### src/rtl/turbo_pkg.sv
package turbo_pkg;
  typedef enum logic [1:0] {
    ST_LOAD  = 2'd0,
    ST_DATA  = 2'd1,
    ST_TAIL1 = 2'd2,
    ST_TAIL2 = 2'd3
  } enc_phase_t;
endpackage

### src/rtl/rsc_enc.sv
module rsc_enc #(
  parameter int          MEM     = 3,
  parameter logic [MEM:0] FB_POLY = 4'b1011,
  parameter logic [MEM:0] FF_POLY = 4'b1101
) (
  input  logic clk,
  input  logic rst_n,
  input  logic clr,
  input  logic step,
  input  logic term,
  input  logic u_in,
  output logic u_eff,
  output logic parity
);
  function automatic logic [MEM-1:0] taps(input logic [MEM:0] p);
    logic [MEM-1:0] m;
    for (int i = 0; i < MEM; i++) m[i] = p[MEM-1-i];
    return m;
  endfunction

  localparam logic [MEM-1:0] FB_MASK = taps(FB_POLY);
  localparam logic [MEM-1:0] FF_MASK = taps(FF_POLY);

  logic [MEM-1:0] sreg, sreg_n;
  logic           fb_sum, a_bit;

  always_comb begin
    fb_sum = ^(sreg & FB_MASK);
    u_eff  = term ? fb_sum : u_in;
    a_bit  = u_eff ^ fb_sum;
    parity = (FF_POLY[MEM] & a_bit) ^ (^(sreg & FF_MASK));
    sreg_n = sreg;
    if (clr)       sreg_n = '0;
    else if (step) sreg_n = {sreg[MEM-2:0], a_bit};
  end

  always_ff @(posedge clk or negedge rst_n) begin
    if (!rst_n) sreg <= '0;
    else        sreg <= sreg_n;
  end
endmodule

### src/rtl/perm_table.sv
module perm_table #(
  parameter int BLK_LEN = 64,
  localparam int AW     = $clog2(BLK_LEN)
) (
  input  logic          clk,
  input  logic          rst_n,
  input  logic          we,
  input  logic [AW-1:0] waddr,
  input  logic [AW-1:0] wdata,
  input  logic [AW-1:0] raddr,
  output logic [AW-1:0] rdata
);
  logic [AW-1:0] tbl [BLK_LEN];

  for (genvar i = 0; i < BLK_LEN; i++) begin : g_ent
    logic hit;
    assign hit = we && (waddr == AW'(i));
    always_ff @(posedge clk or negedge rst_n) begin
      if (!rst_n)   tbl[i] <= AW'(BLK_LEN - 1 - i);
      else if (hit) tbl[i] <= wdata;
    end
  end

  assign rdata = tbl[raddr];
endmodule

### src/rtl/bit_buffer.sv
module bit_buffer #(
  parameter int BLK_LEN = 64,
  localparam int AW     = $clog2(BLK_LEN)
) (
  input  logic          clk,
  input  logic          rst_n,
  input  logic          we,
  input  logic [AW-1:0] waddr,
  input  logic          wbit,
  input  logic [AW-1:0] raddr_a,
  input  logic [AW-1:0] raddr_b,
  output logic          rbit_a,
  output logic          rbit_b
);
  logic [BLK_LEN-1:0] mem_q, mem_n;

  always_comb begin
    mem_n = mem_q;
    if (we) mem_n[waddr] = wbit;
  end

  always_ff @(posedge clk or negedge rst_n) begin
    if (!rst_n) mem_q <= '0;
    else        mem_q <= mem_n;
  end

  assign rbit_a = mem_q[raddr_a];
  assign rbit_b = mem_q[raddr_b];
endmodule

### src/rtl/turbo_enc.sv
module turbo_enc
  import turbo_pkg::*;
#(
  parameter int BLK_LEN = 64,
  parameter int MEM     = 3,
  localparam int AW     = $clog2(BLK_LEN)
) (
  input  logic          clk,
  input  logic          rst_n,
  input  logic          cfg_we,
  input  logic [AW-1:0] cfg_addr,
  input  logic [AW-1:0] cfg_idx,
  input  logic          in_valid,
  output logic          in_ready,
  input  logic          in_bit,
  output logic          out_valid,
  input  logic          out_ready,
  output logic          out_bit,
  output logic          out_first,
  output logic          out_last
);
  localparam int            TW       = $clog2(2 * MEM);
  localparam logic [AW-1:0] LAST_IDX = AW'(BLK_LEN - 1);
  localparam logic [TW-1:0] LAST_T   = TW'(2 * MEM - 1);

  enc_phase_t    st_q, st_n;
  logic [AW-1:0] idx_q, idx_n;
  logic [1:0]    sub_q, sub_n;
  logic [TW-1:0] tc_q, tc_n;

  logic          fire, acc, enc_clr;
  logic          step1, step2;
  logic [AW-1:0] pidx;
  logic          d_nat, d_prm;
  logic          u1, z1, u2, z2;

  assign in_ready  = (st_q == ST_LOAD);
  assign out_valid = (st_q != ST_LOAD);
  assign acc       = in_valid && in_ready;
  assign fire      = out_valid && out_ready;

  perm_table #(.BLK_LEN(BLK_LEN)) u_perm (
    .clk(clk), .rst_n(rst_n),
    .we(cfg_we && in_ready), .waddr(cfg_addr), .wdata(cfg_idx),
    .raddr(idx_q), .rdata(pidx)
  );

  bit_buffer #(.BLK_LEN(BLK_LEN)) u_buf (
    .clk(clk), .rst_n(rst_n),
    .we(acc), .waddr(idx_q), .wbit(in_bit),
    .raddr_a(idx_q), .raddr_b(pidx),
    .rbit_a(d_nat), .rbit_b(d_prm)
  );

  rsc_enc #(.MEM(MEM)) u_enc1 (
    .clk(clk), .rst_n(rst_n), .clr(enc_clr), .step(step1),
    .term(st_q == ST_TAIL1), .u_in(d_nat), .u_eff(u1), .parity(z1)
  );

  rsc_enc #(.MEM(MEM)) u_enc2 (
    .clk(clk), .rst_n(rst_n), .clr(enc_clr), .step(step2),
    .term(st_q == ST_TAIL2), .u_in(d_prm), .u_eff(u2), .parity(z2)
  );

  // output selection
  always_comb begin
    out_bit = 1'b0;
    unique case (st_q)
      ST_DATA:  out_bit = (sub_q == 2'd0) ? d_nat : (sub_q == 2'd1) ? z1 : z2;
      ST_TAIL1: out_bit = tc_q[0] ? z1 : u1;
      ST_TAIL2: out_bit = tc_q[0] ? z2 : u2;
      default:  out_bit = 1'b0;
    endcase
  end

  assign out_first = (st_q == ST_DATA) && (idx_q == '0) && (sub_q == 2'd0);
  assign out_last  = (st_q == ST_TAIL2) && (tc_q == LAST_T);

  // next-state logic
  always_comb begin
    st_n    = st_q;
    idx_n   = idx_q;
    sub_n   = sub_q;
    tc_n    = tc_q;
    enc_clr = 1'b0;
    step1   = 1'b0;
    step2   = 1'b0;
    unique case (st_q)
      ST_LOAD: if (acc) begin
        if (idx_q == LAST_IDX) begin
          st_n    = ST_DATA;
          idx_n   = '0;
          sub_n   = 2'd0;
          enc_clr = 1'b1;
        end else begin
          idx_n = idx_q + 1'b1;
        end
      end
      ST_DATA: if (fire) begin
        step1 = (sub_q == 2'd1);
        step2 = (sub_q == 2'd2);
        if (sub_q == 2'd2) begin
          sub_n = 2'd0;
          if (idx_q == LAST_IDX) begin
            st_n = ST_TAIL1;
            tc_n = '0;
          end else begin
            idx_n = idx_q + 1'b1;
          end
        end else begin
          sub_n = sub_q + 1'b1;
        end
      end
      ST_TAIL1: if (fire) begin
        step1 = tc_q[0];
        if (tc_q == LAST_T) begin
          st_n = ST_TAIL2;
          tc_n = '0;
        end else begin
          tc_n = tc_q + 1'b1;
        end
      end
      ST_TAIL2: if (fire) begin
        step2 = tc_q[0];
        if (tc_q == LAST_T) begin
          st_n  = ST_LOAD;
          idx_n = '0;
          tc_n  = '0;
        end else begin
          tc_n = tc_q + 1'b1;
        end
      end
      default: st_n = ST_LOAD;
    endcase
  end

  always_ff @(posedge clk or negedge rst_n) begin
    if (!rst_n) begin
      st_q  <= ST_LOAD;
      idx_q <= '0;
      sub_q <= 2'd0;
      tc_q  <= '0;
    end else begin
      st_q  <= st_n;
      idx_q <= idx_n;
      sub_q <= sub_n;
      tc_q  <= tc_n;
    end
  end
endmodule

### config.mk
export PLATFORM = sky130hd
export DESIGN_NAME = turbo_enc
export DESIGN_NICKNAME = d
export VERILOG_FILES = /design/src/rtl/turbo_pkg.sv /design/src/rtl/rsc_enc.sv /design/src/rtl/perm_table.sv /design/src/rtl/bit_buffer.sv /design/src/rtl/turbo_enc.sv
export SDC_FILE = /design/constraint.sdc
export NUM_CORES = 1
export LEC_CHECK = 0
export BUFFER_PORTS_ARGS = -buffer_cell sky130_fd_sc_hd__buf_4
export CAP_MARGIN = 40
export CORE_ASPECT_RATIO = 1.2
export CORE_MARGIN = 4
export CORE_UTILIZATION = 48
export DETAILED_ROUTE_END_ITERATION = 7
export MAX_ROUTING_LAYER = met4
export PLACE_DENSITY_LB_ADDON = 0.1
export SLEW_MARGIN = 20
export SYNTH_ARGS = -nofsm -noshare
export SYNTH_HDL_FRONTEND = slang
export SYNTH_SLANG_ARGS = --single-unit
### constraint.sdc
create_clock -name clk -period 4.8 [get_ports clk]
set_clock_uncertainty 0.15 [all_clocks]
set_input_delay 1.2 -clock clk [delete_from_list [all_inputs] [get_ports clk]]
set_output_delay 1.2 -clock clk [all_outputs]
set_load 0.005 [all_outputs]
Yosys cells after proc, flatten, opt, wreduce, memory -nomap -nowiden. Index checks and enable logic that the tools add are counted.

Output and inout bits: 5. Input port bits: 18. Register bits: 467.

Equality and inequality tests: 81. Mux-type cells: 58. Bitwise operators: 5. Reduce and logical (&&, ||, !) cells: 90. $add $sub $neg: 3. Order comparisons: 4.

Operators by type and width (count): 6-bit equality test (second input constant) (33); 6-bit by 5-bit equality test with 1-bit output (second input constant) (16); 1-bit logical AND (71); 64-bit bitwise mux (1); 6-bit two-way mux (9); 6-bit by 4-bit equality test with 1-bit output (second input constant) (8); 6-bit binary-select mux with 6-bit select (1); 3-bit two-way mux (9); 2-bit two-way mux (13); 6-bit by 3-bit equality test with 1-bit output (second input constant) (4); 6-bit one-hot mux with 3 select lines (1); 1-bit two-way mux (15); 6-bit by 7-bit < comparator with 1-bit output (second input constant) (2); 1-bit binary-select mux with 6-bit select (2); 6-bit by 2-bit equality test with 1-bit output (second input constant) (2); 6-bit zero test (2); 2-bit != test (second input constant) (6); 3-bit XOR reduction (4); 2-bit by 1-bit != test with 1-bit output (second input constant) (5); 2-bit nonzero test (5); 9-bit AND reduction (1); 2-bit one-hot mux with 4 select lines (1); 7-bit >= comparator (second input constant) (1); 6-bit inverter with 7-bit output (1); 20 further kinds (28).

Depth between registers and ports, before layout. Gate-level depths: netlist (run 1).

Depth in word-level cells: 12. Depth in mapped cells: 20. Gate-level depth less buffers: 12.

Hierarchy. A second synthesis (run 1) with hierarchy kept.

Cell total of the unflattened synthesis: 1649. Area, all modules: 23408.7 um^2.

Modules (own cells, without submodules): perm_table (cells each 1188, times used 1, area an instance 18228.7 um^2, sequential area each 9849.4 um^2); bit_buffer (cells each 310, times used 1, area an instance 3782.4 um^2, sequential area each 1601.5 um^2); turbo_enc (cells each 115, times used 1, area an instance 1029.7 um^2, sequential area each 325.3 um^2); rsc_enc (cells each 18, times used 2, area an instance 183.9 um^2, sequential area each 75.1 um^2).

Least setup slack after synthesis (run 1). OpenSTA, ideal clock, no wires.

Path type: register to output. Start point: register idx_q[1]. End point: output port out_bit. Required time: 3.450 ns. Slack: -0.050 ns. Cell stages (with the launch flop): 19. Arrival time: 3.500 ns. Path buffers: 6. Path through: dfrtp_1 buf_6 buf_12 buf_12 buf_12 buf_12 mux4_2 nand2_1 and3_1 a211o_1 or3_1 buf_6 a2111oi_4 a31oi_1 nand4_1 o211ai_2 a2111oi_0 nor4bb_1 a311oi_1.

Word-level cells in the longest chain between the ends: 12. Elaborated cells on any way between the ends: 19. Classes of those cells: 14 x mux; 5 x bitwise.

RTL lines: start, declared (line turbo_enc.sv:27) `logic [AW-1:0] idx_q, idx_n;`; start signal, assigned (line turbo_enc.sv:145) `idx_q <= idx_n;`; 6-bit inverter with 7-bit output (implied by the code) (line perm_table.sv:24) `assign rdata = tbl[raddr];`; 6-bit binary-select mux with 6-bit select (line perm_table.sv:24); 6-bit two-way mux (implied by the code) (2 in series) (line perm_table.sv:24); 1-bit binary-select mux with 6-bit select (line bit_buffer.sv:28) `assign rbit_b = mem_q[raddr_b];`; 1-bit two-way mux (implied by the code) (line bit_buffer.sv:28); 1-bit two-way mux (line rsc_enc.sv:29) `u_eff = term ? fb_sum : u_in;`; 1-bit XOR (line rsc_enc.sv:30) `a_bit = u_eff ^ fb_sum;`; 1-bit XOR (line rsc_enc.sv:31) `parity = (FF_POLY[MEM] & a_bit) ^ (^(sreg & FF_MASK));`; 1-bit two-way mux (2 in series) (line turbo_enc.sv:69) `ST_DATA: out_bit = (sub_q == 2'd0) ? d_nat : (sub_q == 2'd1) ? z1 : z2;`; 1-bit one-hot mux with 3 select lines * (line turbo_enc.sv:68) `unique case (st_q)`; end, declared (line turbo_enc.sv:18) `output logic out_bit,`.

Mark *: on every way between the ends. The rest lies on a longest branch, timed or not. The select of a mux whose other input is x is not followed.

Worst setup path in the final report (run 1).
Start point: register idx_q[0]. End point: output port out_bit.

The elaborated chain is that of the path after synthesis.

==> results of run 1 <==
[registers in the layout (all words and copies together) (netlist names)]
register / cells
idx_q: 6
st_q: 2
sub_q: 2
tc_q: 3
u_buf.mem_q: 64
u_enc1.sreg: 3
u_enc2.sreg: 3
u_perm.tbl: 384
[kinds of logic after synthesis]
family,after synthesis
mux,606
simple gates,379
flops,467
xor+xnor,10
buf+inv,153
fa+ha+maj,6
compound gates,251
[layout by cell type, fill, tap and decap left out, types with 7 or more instances in the layout]
master and n:
a22oi_1 19, clkbuf_16 52, a211oi_1 11, inv_1 11, nor2_1 126, o21ai_0 35, mux2i_4 11, mux2_2 484
clkbuf_8 7, o211ai_1 7, a22o_1 9, nand2_1 102, nor3b_1 8, or3_1 9, xnor2_1 7, mux4_2 36
o22ai_1 42, dfrtp_1 272, mux2i_1 61, buf_4 220, a21oi_1 24, nand2b_1 11, o221ai_1 22, nand4_1 7
buf_12 24, nor3_1 15, clkbuf_1 20, dfstp_2 192, nand3_1 33, nand3b_1 7, buf_6 12, buf_8 7
nor2b_1 13
[power groups by stage]
stage	clock network (W)	registers [W]	logic (W)
finish	0.00393	0.00511	0.00821
global route	0.00415	0.00518	0.00866
CTS	0.00401	0.00510	0.00777
detailed placement	0	0.00516	0.00693
global placement	0	0.00514	0.00689
floorplan	0	0.00495	0.00408
[routing by layer]
metal | routed length [um] | GRT usage
met3 | 3390 | 0.0376
met2 | 36800 | 0.471
met1 | 31300 | 0.372
met5 | 0 | -
met4 | 2950 | 0.0952
[worst paths after layout]
check | endpoint | cells after the start
min | u_perm.tbl[39] | 1
max reg2reg | u_enc2.sreg[0] | 16
min in group asynchronous | u_enc1.sreg[2] | 1
max in group asynchronous | u_perm.tbl[230] | 2
max | out_bit | 17
min reg2reg | u_perm.tbl[39] | 1
[layout make-up]
class | instances | share of cell area
clock buffer | 78 | 0.0512
clock inverter | 15 | 0.00703
inverter | 12 | 0.00172
multi-input combinational | 1252 | 0.402
sequential | 467 | 0.422
tap | 630 | 0.0279
timing repair buffer | 268 | 0.0878
[metrics by stage]
step,total power (W),cells,setup WS [ps],TNS (ps)
4_1_cts,0.0169,2707,-1110,-1110
3_3_place_gp,0.0120,2589,-990,-990
2_1_floorplan,0.00903,1872,1.19,0
3_5_place_dp,0.0121,2591,-882,-882
6_report,0.0173,2722,-1060,-1060
5_1_grt,0.0180,2722,-1170,-1170
[worst register-to-register path: cells and delay by family (launching register included)]
family	cells	cell delay, ps
buffers and inverters	4	620
DFF	1	500
and+or+nand+nor	3	930
xor gates and xnor gates	1	130
muxes	2	530
AOI/OAI and AO/OA	6	1190
[what timing repair did]
action	in CTS	in global routing
pin swaps	19	32
hold buffers	0	0
buffers inserted	22	12
endpoints found under the setup margin	1	1
resized for setup	76	51
gates cloned	2	1
hold endpoints to repair	0	0
==> flow_metrics.py, run 1 <==
metrics = {
    "status": {
        "violations": "setup timing",
        "outcome": "finished, violations left",
    },
    "detailed_routing": {
        "wl_per_cell_um": 27.3,
        "drt-initial-drc-count": 1342,
        "drc": 0,
        "vias": 16500,
        "ant_nets": 0,
        "vias_per_cell": 6.07,
        "routed_wirelength_um": 74400,
        "drt_first_pass_iters": 5,
    },
    "setup_path": {
        "critical_path_buf_inv_count": 5,
        "path_max_fanout": 8,
        "r2r_setup_slack_ps": 650,
        "r2r-start": "idx_q[1]",
        "cpMaxStageDelayCell": "dfrtp_4",
        "crit_required_ps": 3450,
        "crit_family": "compound AO/OA/AOI/OAI gates",
        "worstSetupEndpointType": "output pin",
        "cpPeakStageDelay_ps": 520,
        "crit_path_start": "idx_q[0]",
        "path_cells": "or2_4 -> buf_6 -> buf_8 -> o32a_1 -> o211ai_2 -> nand4_2 -> nor2_4 -> buf_8 -> buf_12 -> mux2i_1 -> o22ai_1 -> o32a_1 -> o211ai_4 -> a2111oi_4 -> nor4bb_4 -> a311oi_2 -> buf_4",
        "arrival_ps": 4510,
        "worst_setup_path_start_kind": "register",
        "crit_type": "reg -> out",
    },
    "finish": {
        "nNetsFinal": 2075,
        "diodes": 0,
        "stdcell_area_mm2": 0.0283,
        "multi_input_area_mm2": 0.0114,
        "ff_latch_area_mm2": 0.0119,
        "drive_above_1_share": 0.549,
        "fillers": 4026,
        "fin_util": 0.584,
        "area_growth_pct": 19.6,
    },
    "placed_design": {
        "hpwl_um": 51200,
        "placedInstanceArea_mm2": 0.0257,
        "portBuffers": 22,
        "gp_congestion": 0.963,
    },
    "cts": {
        "cts_tree": "built",
        "cts_sinks": 467,
        "htree_levels": 2,
        "clk_pin_slew_worst_paths_ps": 60,
        "clockRootBuffer": "clkbuf_16",
        "cts-root-to-sink-buffers": 3,
        "cts_buffers": 50,
        "worstSkewPairLatency_ps": 600,
    },
    "synthesis": {
        "synth.most_common_cell": "mux2_2",
        "avgSynthCellArea_um2": 12.6,
        "netlist_top_cells_area": "dfrtp_1 (29%), mux2_2 (23%), dfstp_2 (21%)",
        "synth_flop_cell": "dfrtp_1",
        "synth_nets": 1896,
        "synth_compound_area_frac": 0.0758,
        "synthCells": 1872,
        "synth_enable_flop_cells": 0,
        "synthTopCellsByCount": "mux2_2 (488), dfrtp_1 (275), dfstp_2 (192), nor2_1 (127), nand2_1 (105)",
        "async_flop_share": 1.00,
        "ys_seq_area_frac": 0.504,
        "synthSimpleGateAreaFrac": 0.0762,
        "netlist.area_leader.share": 0.291,
        "post_synth_instance_area_mm2": 0.0236,
        "yosysWarnings": 0,
        "synth-seq-cells": 467,
        "synth_top_family_by_area": "multiplexers",
        "synth_fa_ha_area_frac": 0.00318,
        "yosysTopAreaCell": "dfrtp_1",
        "yosys.area_share.xor_xnor": 0.00370,
        "synthMuxAreaShare": 0.302,
        "synth_cell_types": 79,
    },
    "sta": {
        "slew_viol_final": 0,
        "rsz0062_at_grt": "true",
        "worst_slew_pin_slew_ps": 858,
        "relSlewSlack": 0.426,
        "finalCritPeriodShare": 1.22,
        "fin_crit_ps": 5860,
        "max_freq_ghz": 0.171,
        "setup_viol": 1,
        "hold_ws_ps": 352,
        "worst_slack_ps": -1060,
        "final_hold_viol_count": 0,
    },
    "pwr": {
        "total_leakage_power_nw": 12.5,
        "switching_share": 0.364,
        "power.switching_w": 0.00628,
        "ir_drop_mv": 0.334,
        "power_frac_clock": 0.228,
        "power_frac_comb": 0.476,
        "seqPwrFrac": 0.296,
        "intPower_w": 0.0110,
        "powerDensity_mw_per_mm2": 610,
    },
    "floorplanning": {
        "die_h_um": 251,
        "core_mm2": 0.0484,
        "dieArea_mm2": 0.0529,
        "initial_core_util": 0.488,
        "die_w_um": 211,
        "fp-row-count": 88,
        "ios": 23,
    },
    "hold_path": {
        "hold_class": "reg -> reg",
        "hp-start": "u_perm.tbl[39]",
    },
    "global_routing": {
        "grt_pass1_vias": 17200,
        "grt_max_degree": 96,
        "grt_overflow": 0,
        "antenna_found_initial": 1,
        "grt_pass1_wl_um": 113000,
        "grtUsageTotal": 0.287,
    },
    "job": {
        "maxCapViolations": 0,
    },
}
No activity file was read; power rests on OpenSTA's default activity.
==> run 2: changes to the inputs <==
Settings changed: BUFFER_PORTS_ARGS -buffer_cell sky130_fd_sc_hd__buf_4 to -buffer_cell sky130_fd_sc_hd__buf_2.
==> flow_metrics.py, run 2 (synthesis results as in run 1) <==
metrics = {
    "cts": {
        "clockRootBuffer": "clkbuf_16",
        "htree_levels": 2,
        "worstSkewPairLatency_ps": 610,
        "cts.hold.buffers_added": 0,
        "cts_sinks": 467,
        "cts-root-to-sink-buffers": 3,
        "clk_pin_slew_worst_paths_ps": 60,
        "cts_tree": "built",
        "cts_buffers": 51,
    },
    "floorplanning": {
        "die_w_um": 211,
        "core_mm2": 0.0484,
        "initial_core_util": 0.488,
        "dieArea_mm2": 0.0529,
        "fp-row-count": 88,
        "die_h_um": 251,
        "ios": 23,
    },
    "global_routing": {
        "grt_pass1_wl_um": 113000,
        "antenna_found_initial": 1,
        "grtUsageTotal": 0.288,
        "grt_overflow": 0,
        "grt_max_degree": 88,
        "grt_pass1_vias": 17300,
    },
    "sta": {
        "setup_viol": 1,
        "max_freq_ghz": 0.166,
        "final_hold_viol_count": 0,
        "relSlewSlack": 0.335,
        "finalCritPeriodShare": 1.26,
        "worst_slew_pin_slew_ps": 987,
        "worst_slack_ps": -1240,
        "rsz0062_at_grt": "true",
        "hold_ws_ps": 349,
        "slew_viol_final": 0,
        "fin_crit_ps": 6040,
    },
    "pwr": {
        "powerDensity_mw_per_mm2": 597,
        "power.switching_w": 0.00609,
        "seqPwrFrac": 0.308,
        "total_leakage_power_nw": 12.4,
        "ir_drop_mv": 0.314,
        "switching_share": 0.365,
        "intPower_w": 0.0106,
        "power_frac_clock": 0.240,
        "power_frac_comb": 0.452,
    },
    "setup_path": {
        "crit_type": "reg -> out",
        "r2r_setup_slack_ps": 790,
        "crit_required_ps": 3450,
        "worst_setup_path_start_kind": "register",
        "arrival_ps": 4690,
        "path_max_fanout": 19,
        "worstSetupEndpointType": "output pin",
    },
    "detailed_routing": {
        "ant_nets": 0,
        "drt-initial-drc-count": 1305,
        "wl_per_cell_um": 27.3,
        "vias_per_cell": 6.14,
        "vias": 16600,
        "routed_wirelength_um": 74000,
        "drc": 0,
        "drt_first_pass_iters": 5,
    },
    "placed_design": {
        "gp_congestion": 0.946,
        "placedCellCount": 2594,
        "portBuffers": 22,
        "hpwl_um": 52400,
        "pre_cts_slack_ps": -808,
    },
    "status": {
        "violations": "setup timing",
        "outcome": "finished, violations left",
    },
    "hold_path": {
        "hold_class": "reg -> reg",
    },
    "finish": {
        "nNetsFinal": 2057,
        "fillers": 4043,
        "largestRegisters": "u_perm.tbl x384, u_buf.mem_q x64, idx_q x6",
        "final_cell_mix": "mux2_2 (488), dfrtp_1 (272), dfstp_2 (192), buf_4 (189), nor2_1 (127)",
        "ff_latch_area_mm2": 0.0119,
        "multi_input_area_mm2": 0.0112,
        "regMostFlops": "u_perm.tbl",
        "layout_commonest_cell": "mux2_2",
        "instances_no_fill": 2707,
        "drive_above_1_share": 0.539,
        "largest_reg_flops": 384,
        "area_growth_pct": 18.1,
    },
    "job": {
        "maxCapViolations": 0,
    },
}
==> run 2: final cells by class <==
| type | instances | area share |
|---|---|---|
| timing repair buffer | 249 | 0.0806 |
| clock buffer | 77 | 0.0542 |
| clock inverter | 19 | 0.00676 |
| sequential | 467 | 0.427 |
| multi-input combinational | 1252 | 0.401 |
| inverter | 12 | 0.00175 |
| tap | 630 | 0.0282 |
| antenna | 1 | 0.0000896 |
==> run 2: critical path, stage by stage, from the launching register on <==
cell,delay [ps]
dfrtp_4,470
buf_12,160
buf_12,150
buf_12,180
mux2i_1,290
a31oi_2,170
nand3_1,200
nand4_2,170
nor2_4,160
buf_12,190
mux2_2,350
o211ai_1,200
a31oi_2,150
a221oi_2,290
o22ai_1,120
nor4bb_2,190
buf_4,160
a311oi_4,280
buf_2,170
==> run 2: final timing paths <==
kind,end,cells past startpoint,startpoint
hold / removal,u_perm.tbl[191],1,u_perm.tbl[191]
min in group asynchronous,tc_q[1],1,rst_n
max in group asynchronous,u_perm.tbl[222],2,rst_n
setup reg to reg,u_enc2.sreg[0],16,idx_q[0]
setup / recovery,out_bit,18,idx_q[0]
hold reg to reg,u_perm.tbl[191],1,u_perm.tbl[191]
==> run 2: power by group through the flow <==
| stage | clock network [W] | registers (W) | logic [W] |
|---|---|---|---|
| 2_1_floorplan | 0 | 0.00495 | 0.00408 |
| 3_3_place_gp | 0 | 0.00515 | 0.00678 |
| 3_5_place_dp | 0 | 0.00518 | 0.00682 |
| 4_1_cts | 0.00408 | 0.00513 | 0.00739 |
| 5_1_grt | 0.00425 | 0.00521 | 0.00799 |
| 6_report | 0.00400 | 0.00514 | 0.00754 |
==> run 2: metrics by stage <==
step                      TNS, ps  instance area (um^2)  utilization  total power, W
after floorplan                 0                 23600            -         0.00903
after global placement       -817                 25600        0.528          0.0119
after detailed placement     -808                 25700        0.530          0.0120
after CTS                   -1210                 27900        0.575          0.0166
after global routing        -1420                 27900        0.577          0.0174
final                       -1240                 27900        0.577          0.0167
==> run 2: repair_timing <==
action,4_1_cts,5_1_grt
cloned,2,0
gates resized for setup,71,5
endpoints found under the setup margin,1,1
pin swaps,20,4
setup buffers,9,4
==> run 2: metal layers <==
| metal | up-vias | part of all wire | global-route usage |
|---|---|---|---|
| met3 | 178 | 0.047 | 0.0392 |
| met1 | 8712 | 0.42 | 0.374 |
| li1 | 7244 | - | - |
| met5 | - | 0 | - |
| met2 | 499 | 0.49 | 0.468 |
| met4 | 0 | 0.042 | 0.104 |
==> run 3: changes to the inputs <==
Settings changed: CELL_PAD_IN_SITES_DETAIL_PLACEMENT set to 0, CELL_PAD_IN_SITES_GLOBAL_PLACEMENT set to 1.
==> flow_metrics.py, run 3 (synthesis results as in run 1) <==
metrics = {
    "setup_path": {
        "cpMaxStageDelayCell": "dfrtp_4",
        "path_common_cell": "buf_4",
        "worstReg2RegEnd": "u_enc2.sreg[0]",
        "r2r_setup_slack_ps": 460,
        "r2r-start": "idx_q[1]",
        "crit_required_ps": 3450,
        "path_cells": "buf_4 -> buf_4 -> buf_4 -> mux4_2 -> mux2_2 -> o22ai_1 -> a211o_1 -> nor3_1 -> buf_12 -> o311ai_1 -> o211ai_4 -> a2111oi_4 -> nor4bb_4 -> buf_4 -> a311oi_2 -> buf_2",
        "critical_path_buf_inv_count": 6,
        "worstSetupEndpointType": "output pin",
        "crit_type": "reg -> out",
        "path_max_fanout": 8,
        "crit_family": "compound AO/OA/AOI/OAI gates",
        "arrival_ps": 4730,
        "r2r_cells": 15,
        "cpPeakStageDelay_ps": 560,
        "worst_setup_path_start_kind": "register",
    },
    "status": {
        "violations": "setup timing",
        "outcome": "finished, violations left",
    },
    "placed_design": {
        "portBuffers": 22,
        "pre_cts_slack_ps": -1050,
        "gp_congestion": 0.958,
        "placedCellCount": 2585,
        "hpwl_um": 52300,
        "placedInstanceArea_mm2": 0.0255,
    },
    "global_routing": {
        "antenna_found_initial": 0,
        "grt_overflow": 0,
        "grtUsageTotal": 0.283,
        "grt_max_degree": 104,
        "grt_pass1_vias": 17100,
        "grt_pass1_wl_um": 111000,
    },
    "pwr": {
        "power.switching_w": 0.00600,
        "intPower_w": 0.0104,
        "powerDensity_mw_per_mm2": 595,
        "seqPwrFrac": 0.313,
        "total_leakage_power_nw": 12.3,
        "power_frac_comb": 0.450,
        "switching_share": 0.365,
        "power_frac_clock": 0.237,
        "ir_drop_mv": 0.324,
        "power_w": 0.0164,
    },
    "sta": {
        "final_hold_viol_count": 0,
        "slew_viol_final": 0,
        "fin_crit_ps": 6080,
        "worst_slew_pin_slew_ps": 875,
        "worst_slack_ps": -1280,
        "max_freq_ghz": 0.164,
        "relSlewSlack": 0.415,
        "rsz0062_at_grt": "true",
        "finalCritPeriodShare": 1.27,
        "setup_viol": 1,
    },
    "hold_path": {
        "hold_end": "u_perm.tbl[59]",
        "hp-start": "u_perm.tbl[59]",
        "whs_path_depth": 1,
        "hold_class": "reg -> reg",
    },
    "detailed_routing": {
        "vias": 16500,
        "drt-initial-drc-count": 1253,
        "drc": 0,
        "ant_nets": 0,
        "wl_per_cell_um": 27.3,
        "vias_per_cell": 6.12,
        "drt_first_pass_iters": 5,
        "routed_wirelength_um": 73400,
    },
    "cts": {
        "cts-root-to-sink-buffers": 3,
        "htree_levels": 2,
        "worstSkewPairLatency_ps": 600,
        "cts_sinks": 467,
        "cts_tree": "built",
        "clockRootBuffer": "clkbuf_16",
        "cts_buffers": 50,
        "clk_pin_slew_worst_paths_ps": 60,
    },
    "finish": {
        "instances_no_fill": 2690,
        "fin_util": 0.569,
        "area_growth_pct": 16.7,
        "multi_input_area_mm2": 0.0111,
        "nNetsFinal": 2043,
        "ff_latch_area_mm2": 0.0119,
        "largestRegisters": "u_perm.tbl x384, u_buf.mem_q x64, idx_q x6",
        "regMostFlops": "u_perm.tbl",
        "fillers": 4027,
        "drive_above_1_share": 0.530,
        "largest_reg_flops": 384,
        "stdcell_area_mm2": 0.0276,
        "final_cell_mix": "mux2_2 (488), dfrtp_1 (272), dfstp_2 (192), buf_4 (187), nor2_1 (127)",
        "layout_commonest_cell": "mux2_2",
        "diodes": 0,
    },
    "floorplanning": {
        "die_h_um": 251,
        "dieArea_mm2": 0.0529,
        "die_w_um": 211,
        "initial_core_util": 0.488,
        "core_mm2": 0.0484,
        "ios": 23,
        "fp-row-count": 88,
    },
    "job": {
        "maxCapViolations": 0,
    },
}
-- run 3: worst max path at each step --
stage | end | start | slack [ps] | depth (start not counted)
finish | out_bit | idx_q[1] | -1280 | 16
global route | out_bit | idx_q[0] | -1430 | 19
detailed placement | out_bit | idx_q[0] | -1050 | 19
floorplan | out_bit | idx_q[1] | 1 | 18
global placement | out_bit | idx_q[0] | -1100 | 19
CTS | out_bit | idx_q[1] | -1260 | 17
-- run 3: metrics by stage --
| stage | hold slack [ps] | TNS (ps) |
|---|---|---|
| final | 349 | -1280 |
| after detailed placement | 337 | -1050 |
| after global placement | 332 | -1100 |
| after global routing | 361 | -1430 |
| after floorplan | 320 | 0 |
| after CTS | 351 | -1260 |
-- run 3: layout make-up --
cell class                 count  area share
clock buffer                  82      0.0567
clock inverter                11     0.00336
tap                          630      0.0286
sequential                   467       0.433
multi-input combinational   1252       0.404
timing repair buffer         236      0.0729
inverter                      12     0.00163
-- run 3: layer usage --
| metal | track usage | wire length, um |
|---|---|---|
| met1 | 0.368 | 31400 |
| met2 | 0.468 | 36300 |
| met3 | 0.0406 | 3310 |
| met4 | 0.0806 | 2460 |
| met5 | - | 0 |
-- run 3: power groups by stage --
stage                     clock (W)  sequential (W)  combinational, W
after global routing        0.00414         0.00520           0.00780
after CTS                   0.00396         0.00513           0.00707
after global placement            0         0.00517           0.00669
after detailed placement          0         0.00520           0.00673
final                       0.00389         0.00514           0.00740
after floorplan                   0         0.00495           0.00408
-- run 3: repair_timing --
action / CTS / global route
hold buffers: 0 / 0
gates cloned: 0 / 0
endpoints found under the setup margin: 1 / 1
setup buffers: 9 / 1
gates resized for setup: 45 / 16
pin swaps: 8 / 5
